$ cat config.mk
export PLATFORM = sky130hd
export DESIGN_NAME = uart_rx_fifo_top
export DESIGN_NICKNAME = d
export VERILOG_FILES = /design/src/rtl/uart_rx_pkg.sv /design/src/rtl/uart_rx_shifter.sv /design/src/rtl/uart_rx_fifo.sv /design/src/rtl/uart_rx_regs.sv /design/src/rtl/uart_rx_fifo_top.sv
export SDC_FILE = /design/constraint.sdc
export NUM_CORES = 1
export LEC_CHECK = 0
export BUFFER_PORTS_ARGS = -buffer_cell sky130_fd_sc_hd__buf_2
export CORE_MARGIN = 2
export CORE_UTILIZATION = 50
export CTS_BUF_LIST = sky130_fd_sc_hd__clkbuf_4
export CTS_CLUSTER_SIZE = 25
export DETAILED_ROUTE_END_ITERATION = 6
export PLACE_DENSITY = 0.71
export SLEW_MARGIN = 15
export SYNTH_ARGS = -nofsm -noshare
export SYNTH_HDL_FRONTEND = slang
export SYNTH_SLANG_ARGS = --single-unit
$ cat constraint.sdc
create_clock -name clk -period 1.8 [get_ports clk]
set_input_delay 0.27 -clock clk [delete_from_list [all_inputs] [get_ports clk]]
set_output_delay 0.27 -clock clk [all_outputs]
set_load 0.05 [all_outputs]
$ cat src/rtl/uart_rx_pkg.sv
package uart_rx_pkg;

    typedef enum logic [1:0] {
        RX_IDLE,
        RX_START_CHECK,
        RX_SHIFT_DATA,
        RX_STOP_CHECK
    } rx_state_e;

    localparam logic [1:0] ADDR_DATA   = 2'd0;
    localparam logic [1:0] ADDR_STATUS = 2'd1;
    localparam logic [1:0] ADDR_CTRL   = 2'd2;

    localparam int STAT_READY_BIT = 7;
    localparam int STAT_FERR_BIT  = 4;
    localparam int STAT_OVR_BIT   = 3;

    localparam int CTRL_EN_BIT    = 0;
    localparam int CTRL_IE_BIT    = 1;
    localparam int CTRL_SIZE_LO   = 2;

    localparam int BUS_W = 8;

endpackage

$ cat src/rtl/uart_rx_shifter.sv
module uart_rx_shifter
    import uart_rx_pkg::*;
#(
    parameter int OVS       = 16,
    parameter int SAMPLE_AT = 8,
    parameter int MAX_BITS  = 8
) (
    input  logic                clk,
    input  logic                rst_n,
    input  logic                enable,
    input  logic                baud_tick,
    input  logic                rxd,
    input  logic [1:0]          size_code,
    output logic                start_ok,
    output logic                char_done,
    output logic [MAX_BITS-1:0] char_data,
    output logic                char_fe
);

    localparam int CNT_W    = $clog2(OVS);
    localparam int IDX_W    = $clog2(MAX_BITS + 1);
    localparam int MIN_BITS = MAX_BITS - 3;

    rx_state_e            state_q, state_d;
    logic [CNT_W-1:0]     cnt_q;
    logic [IDX_W-1:0]     idx_q;
    logic [MAX_BITS-1:0]  data_q;
    logic                 sync1_q, rxd_s;
    logic                 mid_start, bit_end, last_bit;
    logic [IDX_W-1:0]     last_idx;

    // two-stage synchronizer for the asynchronous line
    always_ff @(posedge clk or negedge rst_n) begin
        if (!rst_n) begin
            sync1_q <= 1'b1;
            rxd_s   <= 1'b1;
        end else begin
            sync1_q <= rxd;
            rxd_s   <= sync1_q;
        end
    end

    assign last_idx  = IDX_W'(MIN_BITS - 1) + IDX_W'(size_code);
    assign mid_start = (state_q == RX_START_CHECK) && baud_tick
                       && (cnt_q == CNT_W'(SAMPLE_AT - 1));
    assign bit_end   = baud_tick && (cnt_q == CNT_W'(OVS - 1));
    assign last_bit  = (idx_q == last_idx);

    // next-state logic
    always_comb begin
        state_d = state_q;
        unique case (state_q)
            RX_IDLE:
                if (baud_tick && !rxd_s) state_d = RX_START_CHECK;
            RX_START_CHECK:
                if (mid_start) state_d = rxd_s ? RX_IDLE : RX_SHIFT_DATA;
            RX_SHIFT_DATA:
                if (bit_end && last_bit) state_d = RX_STOP_CHECK;
            RX_STOP_CHECK:
                if (bit_end) state_d = RX_IDLE;
            default:
                state_d = RX_IDLE;
        endcase
        if (!enable) state_d = RX_IDLE;
    end

    // state register
    always_ff @(posedge clk or negedge rst_n) begin
        if (!rst_n) state_q <= RX_IDLE;
        else        state_q <= state_d;
    end

    // counters and shift data
    always_ff @(posedge clk or negedge rst_n) begin
        if (!rst_n) begin
            cnt_q  <= '0;
            idx_q  <= '0;
            data_q <= '0;
        end else if (!enable) begin
            cnt_q  <= '0;
            idx_q  <= '0;
        end else if (baud_tick) begin
            unique case (state_q)
                RX_IDLE: begin
                    if (!rxd_s) cnt_q <= CNT_W'(1);
                end
                RX_START_CHECK: begin
                    if (mid_start) begin
                        cnt_q  <= '0;
                        idx_q  <= '0;
                        data_q <= '0;
                    end else begin
                        cnt_q <= cnt_q + CNT_W'(1);
                    end
                end
                RX_SHIFT_DATA: begin
                    if (bit_end) begin
                        for (int b = 0; b < MAX_BITS; b++) begin
                            if (idx_q == IDX_W'(b)) data_q[b] <= rxd_s;
                        end
                        idx_q <= idx_q + IDX_W'(1);
                        cnt_q <= '0;
                    end else begin
                        cnt_q <= cnt_q + CNT_W'(1);
                    end
                end
                RX_STOP_CHECK: begin
                    cnt_q <= bit_end ? '0 : cnt_q + CNT_W'(1);
                end
                default: cnt_q <= '0;
            endcase
        end
    end

    // outputs
    always_comb begin
        start_ok  = enable && mid_start && !rxd_s;
        char_done = enable && (state_q == RX_STOP_CHECK) && bit_end;
        char_fe   = !rxd_s;
        char_data = data_q;
    end

    // entering SHIFT_DATA requires a low line at the mid-bit check
    assert_start_low_R8: assert property (@(posedge clk) disable iff (!rst_n)
        (state_q == RX_SHIFT_DATA && $past(state_q) == RX_START_CHECK) |-> !$past(rxd_s));

    // a disabled receiver stays idle
    assert_disabled_idle_R9: assert property (@(posedge clk) disable iff (!rst_n)
        !enable |=> (state_q == RX_IDLE));

endmodule

$ cat src/rtl/uart_rx_fifo.sv
module uart_rx_fifo #(
    parameter int DEPTH = 2,
    parameter int W     = 8
) (
    input  logic                         clk,
    input  logic                         rst_n,
    input  logic                         flush,
    input  logic                         in_valid,
    input  logic [W-1:0]                 in_data,
    input  logic                         in_fe,
    input  logic                         start_ok,
    input  logic                         pop,
    output logic [W-1:0]                 head_data,
    output logic                         head_fe,
    output logic                         not_empty,
    output logic                         overrun,
    output logic [$clog2(DEPTH+1)-1:0]   count
);

    localparam int PTR_W = (DEPTH > 1) ? $clog2(DEPTH) : 1;
    localparam int CNT_W = $clog2(DEPTH + 1);

    logic [CNT_W-1:0] count_q;
    logic [PTR_W-1:0] rd_ptr_q, wr_ptr_q;
    logic             hold_v_q, hold_fe_q;
    logic [W-1:0]     hold_data_q;
    logic             overrun_q;
    logic [W:0]       entry_q [DEPTH];
    logic             full, do_pop, drain, ovr_evt;

    function automatic logic [PTR_W-1:0] ptr_next(input logic [PTR_W-1:0] p);
        return (p == PTR_W'(DEPTH - 1)) ? '0 : p + PTR_W'(1);
    endfunction

    assign full    = (count_q == CNT_W'(DEPTH));
    assign do_pop  = pop && (count_q != '0);
    assign drain   = hold_v_q && (!full || do_pop);
    assign ovr_evt = start_ok && hold_v_q && !drain;

    // holding stage, pointers, occupancy and overrun flag
    always_ff @(posedge clk or negedge rst_n) begin
        if (!rst_n) begin
            count_q     <= '0;
            rd_ptr_q    <= '0;
            wr_ptr_q    <= '0;
            hold_v_q    <= 1'b0;
            hold_fe_q   <= 1'b0;
            hold_data_q <= '0;
            overrun_q   <= 1'b0;
        end else if (flush) begin
            count_q   <= '0;
            rd_ptr_q  <= '0;
            wr_ptr_q  <= '0;
            hold_v_q  <= 1'b0;
            overrun_q <= 1'b0;
        end else begin
            if (drain || ovr_evt) hold_v_q <= 1'b0;
            if (in_valid) begin
                hold_v_q    <= 1'b1;
                hold_data_q <= in_data;
                hold_fe_q   <= in_fe;
            end
            if (drain)  wr_ptr_q <= ptr_next(wr_ptr_q);
            if (do_pop) rd_ptr_q <= ptr_next(rd_ptr_q);
            count_q <= count_q + CNT_W'(drain) - CNT_W'(do_pop);
            if (ovr_evt)     overrun_q <= 1'b1;
            else if (do_pop) overrun_q <= 1'b0;
        end
    end

    // storage entries, one write enable each
    for (genvar e = 0; e < DEPTH; e++) begin : g_entry
        always_ff @(posedge clk or negedge rst_n) begin
            if (!rst_n) entry_q[e] <= '0;
            else if (drain && !flush && wr_ptr_q == PTR_W'(e))
                entry_q[e] <= {hold_fe_q, hold_data_q};
        end
    end

    always_comb begin
        not_empty = (count_q != '0);
        head_data = not_empty ? entry_q[rd_ptr_q][W-1:0] : '0;
        head_fe   = not_empty && entry_q[rd_ptr_q][W];
        overrun   = overrun_q;
        count     = count_q;
    end

    assert_no_overflow_R3: assert property (@(posedge clk) disable iff (!rst_n)
        count_q <= CNT_W'(DEPTH));

    assert_empty_pop_R3: assert property (@(posedge clk) disable iff (!rst_n)
        (pop && count_q == '0 && !hold_v_q && !in_valid && !flush) |=> (count_q == '0));

    assert_flush_clears_R9: assert property (@(posedge clk) disable iff (!rst_n)
        flush |=> (count_q == '0 && !hold_v_q && !overrun_q));

    assert_overrun_keeps_R6: assert property (@(posedge clk) disable iff (!rst_n)
        (ovr_evt && !flush) |=> (overrun_q && !hold_v_q && count_q == CNT_W'(DEPTH)));

    assert_hold_free_R6: assert property (@(posedge clk) disable iff (!rst_n)
        in_valid |-> !hold_v_q);

endmodule

$ cat src/rtl/uart_rx_regs.sv
module uart_rx_regs
    import uart_rx_pkg::*;
#(
    parameter int DATA_BITS = 8
) (
    input  logic                 clk,
    input  logic                 rst_n,
    input  logic                 bus_sel,
    input  logic                 bus_wr,
    input  logic [1:0]           bus_addr,
    input  logic [BUS_W-1:0]     bus_wdata,
    output logic [BUS_W-1:0]     bus_rdata,
    input  logic [DATA_BITS-1:0] head_data,
    input  logic                 head_fe,
    input  logic                 not_empty,
    input  logic                 overrun,
    output logic                 rx_en,
    output logic [1:0]           size_code,
    output logic                 pop,
    output logic                 irq
);

    logic [BUS_W-1:0] ctrl_q;
    logic [BUS_W-1:0] status;

    always_ff @(posedge clk or negedge rst_n) begin
        if (!rst_n) ctrl_q <= '0;
        else if (bus_sel && bus_wr && bus_addr == ADDR_CTRL) ctrl_q <= bus_wdata;
    end

    always_comb begin
        status                 = '0;
        status[STAT_READY_BIT] = not_empty;
        status[STAT_FERR_BIT]  = head_fe;
        status[STAT_OVR_BIT]   = overrun;
        unique case (bus_addr)
            ADDR_DATA:   bus_rdata = BUS_W'(head_data);
            ADDR_STATUS: bus_rdata = status;
            ADDR_CTRL:   bus_rdata = ctrl_q;
            default:     bus_rdata = '0;
        endcase
        rx_en     = ctrl_q[CTRL_EN_BIT];
        size_code = ctrl_q[CTRL_SIZE_LO +: 2];
        pop       = bus_sel && !bus_wr && (bus_addr == ADDR_DATA);
        irq       = not_empty && ctrl_q[CTRL_IE_BIT];
    end

    // a status write leaves the control register untouched
    assert_status_write_inert_R7: assert property (@(posedge clk) disable iff (!rst_n)
        (bus_sel && bus_wr && bus_addr == ADDR_STATUS) |=> $stable(ctrl_q));

endmodule

$ cat src/rtl/uart_rx_fifo_top.sv
module uart_rx_fifo_top
    import uart_rx_pkg::*;
#(
    parameter int OVS       = 16,
    parameter int SAMPLE_AT = 8,
    parameter int DATA_BITS = 8,
    parameter int DEPTH     = 2
) (
    input  logic       clk,
    input  logic       rst_n,
    input  logic       baud_tick,
    input  logic       rxd,
    input  logic       bus_sel,
    input  logic       bus_wr,
    input  logic [1:0] bus_addr,
    input  logic [7:0] bus_wdata,
    output logic [7:0] bus_rdata,
    output logic       irq
);

    localparam int CNT_W = $clog2(DEPTH + 1);

    logic                 rx_en, pop, start_ok, char_done, char_fe;
    logic [1:0]           size_code;
    logic [DATA_BITS-1:0] char_data, head_data;
    logic                 head_fe, not_empty, overrun;
    logic [CNT_W-1:0]     fifo_count;

    uart_rx_shifter #(
        .OVS       (OVS),
        .SAMPLE_AT (SAMPLE_AT),
        .MAX_BITS  (DATA_BITS)
    ) u_shifter (
        .clk       (clk),
        .rst_n     (rst_n),
        .enable    (rx_en),
        .baud_tick (baud_tick),
        .rxd       (rxd),
        .size_code (size_code),
        .start_ok  (start_ok),
        .char_done (char_done),
        .char_data (char_data),
        .char_fe   (char_fe)
    );

    uart_rx_fifo #(
        .DEPTH (DEPTH),
        .W     (DATA_BITS)
    ) u_fifo (
        .clk       (clk),
        .rst_n     (rst_n),
        .flush     (!rx_en),
        .in_valid  (char_done),
        .in_data   (char_data),
        .in_fe     (char_fe),
        .start_ok  (start_ok),
        .pop       (pop),
        .head_data (head_data),
        .head_fe   (head_fe),
        .not_empty (not_empty),
        .overrun   (overrun),
        .count     (fifo_count)
    );

    uart_rx_regs #(
        .DATA_BITS (DATA_BITS)
    ) u_regs (
        .clk       (clk),
        .rst_n     (rst_n),
        .bus_sel   (bus_sel),
        .bus_wr    (bus_wr),
        .bus_addr  (bus_addr),
        .bus_wdata (bus_wdata),
        .bus_rdata (bus_rdata),
        .head_data (head_data),
        .head_fe   (head_fe),
        .not_empty (not_empty),
        .overrun   (overrun),
        .rx_en     (rx_en),
        .size_code (size_code),
        .pop       (pop),
        .irq       (irq)
    );

    // an interrupt request implies the queue holds data
    assert_irq_has_data_R10: assert property (@(posedge clk) disable iff (!rst_n)
        irq |-> (fifo_count != '0));

endmodule

==> results.py <==
metrics = {
    "finish": {
        "final_area_um2": 4200,
        "fillCellCount": 467,
        "syn2layout_area_growth_pct": 30.3,
        "finalNonFillerCells": 461,
        "diodes": 0,
        "drive_gt1_share_pct": 37.2,
        "final_nets": 407,
    },
    "yosys": {
        "ys.flop_type": "dfrtp_1",
        "synth_top_cell_by_area": "dfrtp_1",
        "ys_seq_elements": 61,
        "synth_cells": 310,
        "synthTopCellsByArea": "dfrtp_1 46%, mux2_2 7.0%, nand2_1 5.7%, ha_1 4.7%, o21ai_0 3.1%",
        "yosysSeqAreaShare_pct": 47.5,
        "synth_nets": 338,
        "async_flop_share_pct": 100,
        "synth_warnings": 0,
        "synth_most_common_cell": "dfrtp_1",
        "synth_edf_count": 0,
        "synth_common_cells": "59 x dfrtp_1, 49 x nand2_1, 20 x mux2_2, 20 x o21ai_0, 16 x nand3_1",
        "synthDistinctLibCells": 56,
        "syn_area_um2": 3220,
        "syn_avg_cell_area_um2": 10.4,
        "synth_top_area_share_pct": 45.8,
    },
    "power": {
        "ir_worst_vdd_v": 0.000510,
        "p_leak_nw": 1.89,
        "cellPowerDensity_nw_per_um2": 919,
        "report.power.total_w": 0.00386,
    },
    "cts": {
        "ctsHtreeMaxLevel": 3,
        "cts_tree": "yes",
        "cts_sinks": 61,
        "clock_path_buffers": 2,
        "insertion_delay_ps": 420,
        "root_buffer": "clkbuf_4",
        "cts.clk_slew.worst_paths_ps": 100,
        "cts_made_buffers": 9,
    },
    "status": {
        "violations": "negative setup slack",
        "status": "finished, violations left",
    },
    "die": {
        "dieWidth_um": 84.3,
        "die_h_um": 84.3,
        "rows": 29,
        "dieArea_um2": 7100,
        "core_area_um2": 6280,
        "initial_core_util_pct": 51.3,
        "ios": 25,
    },
    "critical_path": {
        "cp_slowest_cell": "mux4_2",
        "startpoint_type": "register",
        "critical_path.cell_chain": "mux4_2, a22o_1, buf_6",
        "worst-path-max-fanout": 3,
        "slowest_delay_ps": 540,
        "end_kind": "primary output",
        "critPathArrivalTime_ps": 1720,
        "critical_path_class": "register to primary output",
        "cp.required_ps": 1530,
    },
    "placement": {
        "place_inst": 433,
        "placed_area_um2": 3660,
        "hpwl_um": 5170,
        "port_buffers": 24,
        "routabilityCongestion": 0.858,
    },
    "grt": {
        "gr-total-overflow": 0,
        "grt_util_all_layers_pct": 22.2,
        "grt_pass1_wl_um": 12500,
        "antenna_found_initial": 0,
        "grt_max_degree": 24,
        "grt_pass1_vias": 2571,
    },
    "route": {
        "vias": 2618,
        "wl_per_cell_um": 16.9,
        "first_pass_iters": 5,
        "route.detailed.drc": 0,
        "drt_wl_total_um": 7800,
        "drtIter0Drc": 169,
        "postRouteAntennaNets": 0,
        "routed_via_density": 5.68,
    },
    "sta": {
        "max_freq_mhz": 502,
        "drv_slew": 0,
        "period_needed_ps": 1990,
        "rsz0062_at_grt": "true",
        "setup_viol": 11,
        "final.setup.tns_ps": -798,
        "worst_pin_slew_ps": 513,
        "hold_viol": 0,
        "setup_ws_ps": -191,
        "slew_headroom_pct": 65.7,
        "fin_skew_ps": 16.5,
        "final.period_utilization_pct": 111,
    },
    "job": {
        "drv_cap": 0,
    },
    "worst_hold_path": {
        "min_path_type": "primary input to register",
    },
}
## repair_timing
action / in CTS / in global routing
hold buffers: 2 / 0
endpoints found under the hold margin: 18 / 0
setup buffers: 7 / 3
endpoints found under the setup margin: 13 / 29
pin swaps: 10 / 16
gates resized for setup: 32 / 27
## cell families (layout without fill, tap and decap cells)
| family | count (synthesis) | in the layout | share of synthesized area, % |
|---|---|---|---|
| xor+xnor | 5 | 5 | 1.36 |
| simple gates | 109 | 109 | 16.9 |
| flops | 61 | 61 | 47.5 |
| compound gates | 62 | 62 | 13.2 |
| buf+inv | 25 | 99 | 3.81 |
| fa+ha+maj | 12 | 12 | 4.66 |
| mux | 36 | 36 | 12.6 |
## critical path, delay by kind of cell, from the launching register on
kind	cells	cell delay [ps]
AO/OA/AOI/OAI	1	210
flip-flops	1	420
multiplexers	1	540
buffers and inverters	1	150
## state kept, by name, summed over array words and instances (netlist names)
name                 cells
u_fifo.hold_data_q       8
u_fifo.hold_v_q          1
u_regs.ctrl_q            8
u_fifo.wr_ptr_q          1
u_fifo.count             2
u_fifo.entry_q          18
u_shifter.rxd_s          1
u_shifter.state_q        2
u_shifter.cnt_q          4
u_shifter.sync1_q        1
u_fifo.hold_fe_q         1
u_fifo.rd_ptr_q          1
u_shifter.idx_q          4
u_fifo.overrun           1
u_shifter.char_data      8
## power breakdown
| group | internal (W) | total (W) | leakage, nW | switching (W) |
|---|---|---|---|---|
| Clock | 0.000839 | 0.00137 | 0.108 | 0.000530 |
| Combinational | 0.000412 | 0.000860 | 0.971 | 0.000448 |
| Sequential | 0.00151 | 0.00163 | 0.816 | 0.000119 |
| Total | 0.00276 | 0.00386 | 1.89 | 0.00110 |
## layout make-up
cell class | count | area [um^2] | area share [%]
Sequential cell | 61 | 1530 | 36.4
Tap cell | 77 | 96.3 | 2.29
Timing Repair Buffer | 71 | 572 | 13.6
Clock buffer | 9 | 67.6 | 1.61
Clock inverter | 7 | 138 | 3.28
Inverter | 12 | 46.3 | 1.10
Multi-Input combinational cell | 224 | 1750 | 41.7
## stage by stage
step / util, % / hold slack, ps / worst slack (ps)
after floorplan: - / -25.6 / -340
after global placement: 58.3 / 251 / 31.9
after detailed placement: 58.3 / 262 / -47.7
after CTS: 64.4 / 69.5 / -183
after global routing: 66.9 / 66.0 / -300
final: 66.9 / 82.5 / -191
## placed cells by master, fill, tap and decap left out, types with 3 or more instances in the layout
master,count
ha_4,3
buf_4,39
inv_1,9
nor2_1,9
nand2b_1,4
mux2_2,19
mux2i_2,5
mux2_1,7
buf_6,11
a21oi_1,5
nor3_1,3
clkbuf_4,9
a31oi_1,3
bufinv_16,4
nand3_1,16
xnor2_1,4
o21ai_2,5
buf_2,16
o21ai_0,13
dfrtp_1,59
nor2b_1,4
a21boi_0,3
o211ai_1,7
nand2_1,49
ha_1,8
## layer usage
layer  part of all wire [%]  track usage [%]
met1                     42             28.6
met2                     51             35.9
met3                    4.7             5.70
met4                    2.3             8.94
met5                      0                0
## final timing paths
kind | from | to | slack, ps | cells after the start
max in group asynchronous | rst_n | u_shifter.sync1_q | 870 | 3
hold / removal | bus_wdata[0] | u_regs.ctrl_q[0] | 80 | 2
setup / recovery | u_fifo.rd_ptr_q | bus_rdata[4] | -190 | 3
min in group asynchronous | rst_n | u_fifo.overrun | 330 | 2
hold reg to reg | u_shifter.sync1_q | u_shifter.rxd_s | 370 | 0
setup reg to reg | u_shifter.state_q[0] | u_shifter.char_data[0] | -50 | 6
(Power assumes the default switching activity.)
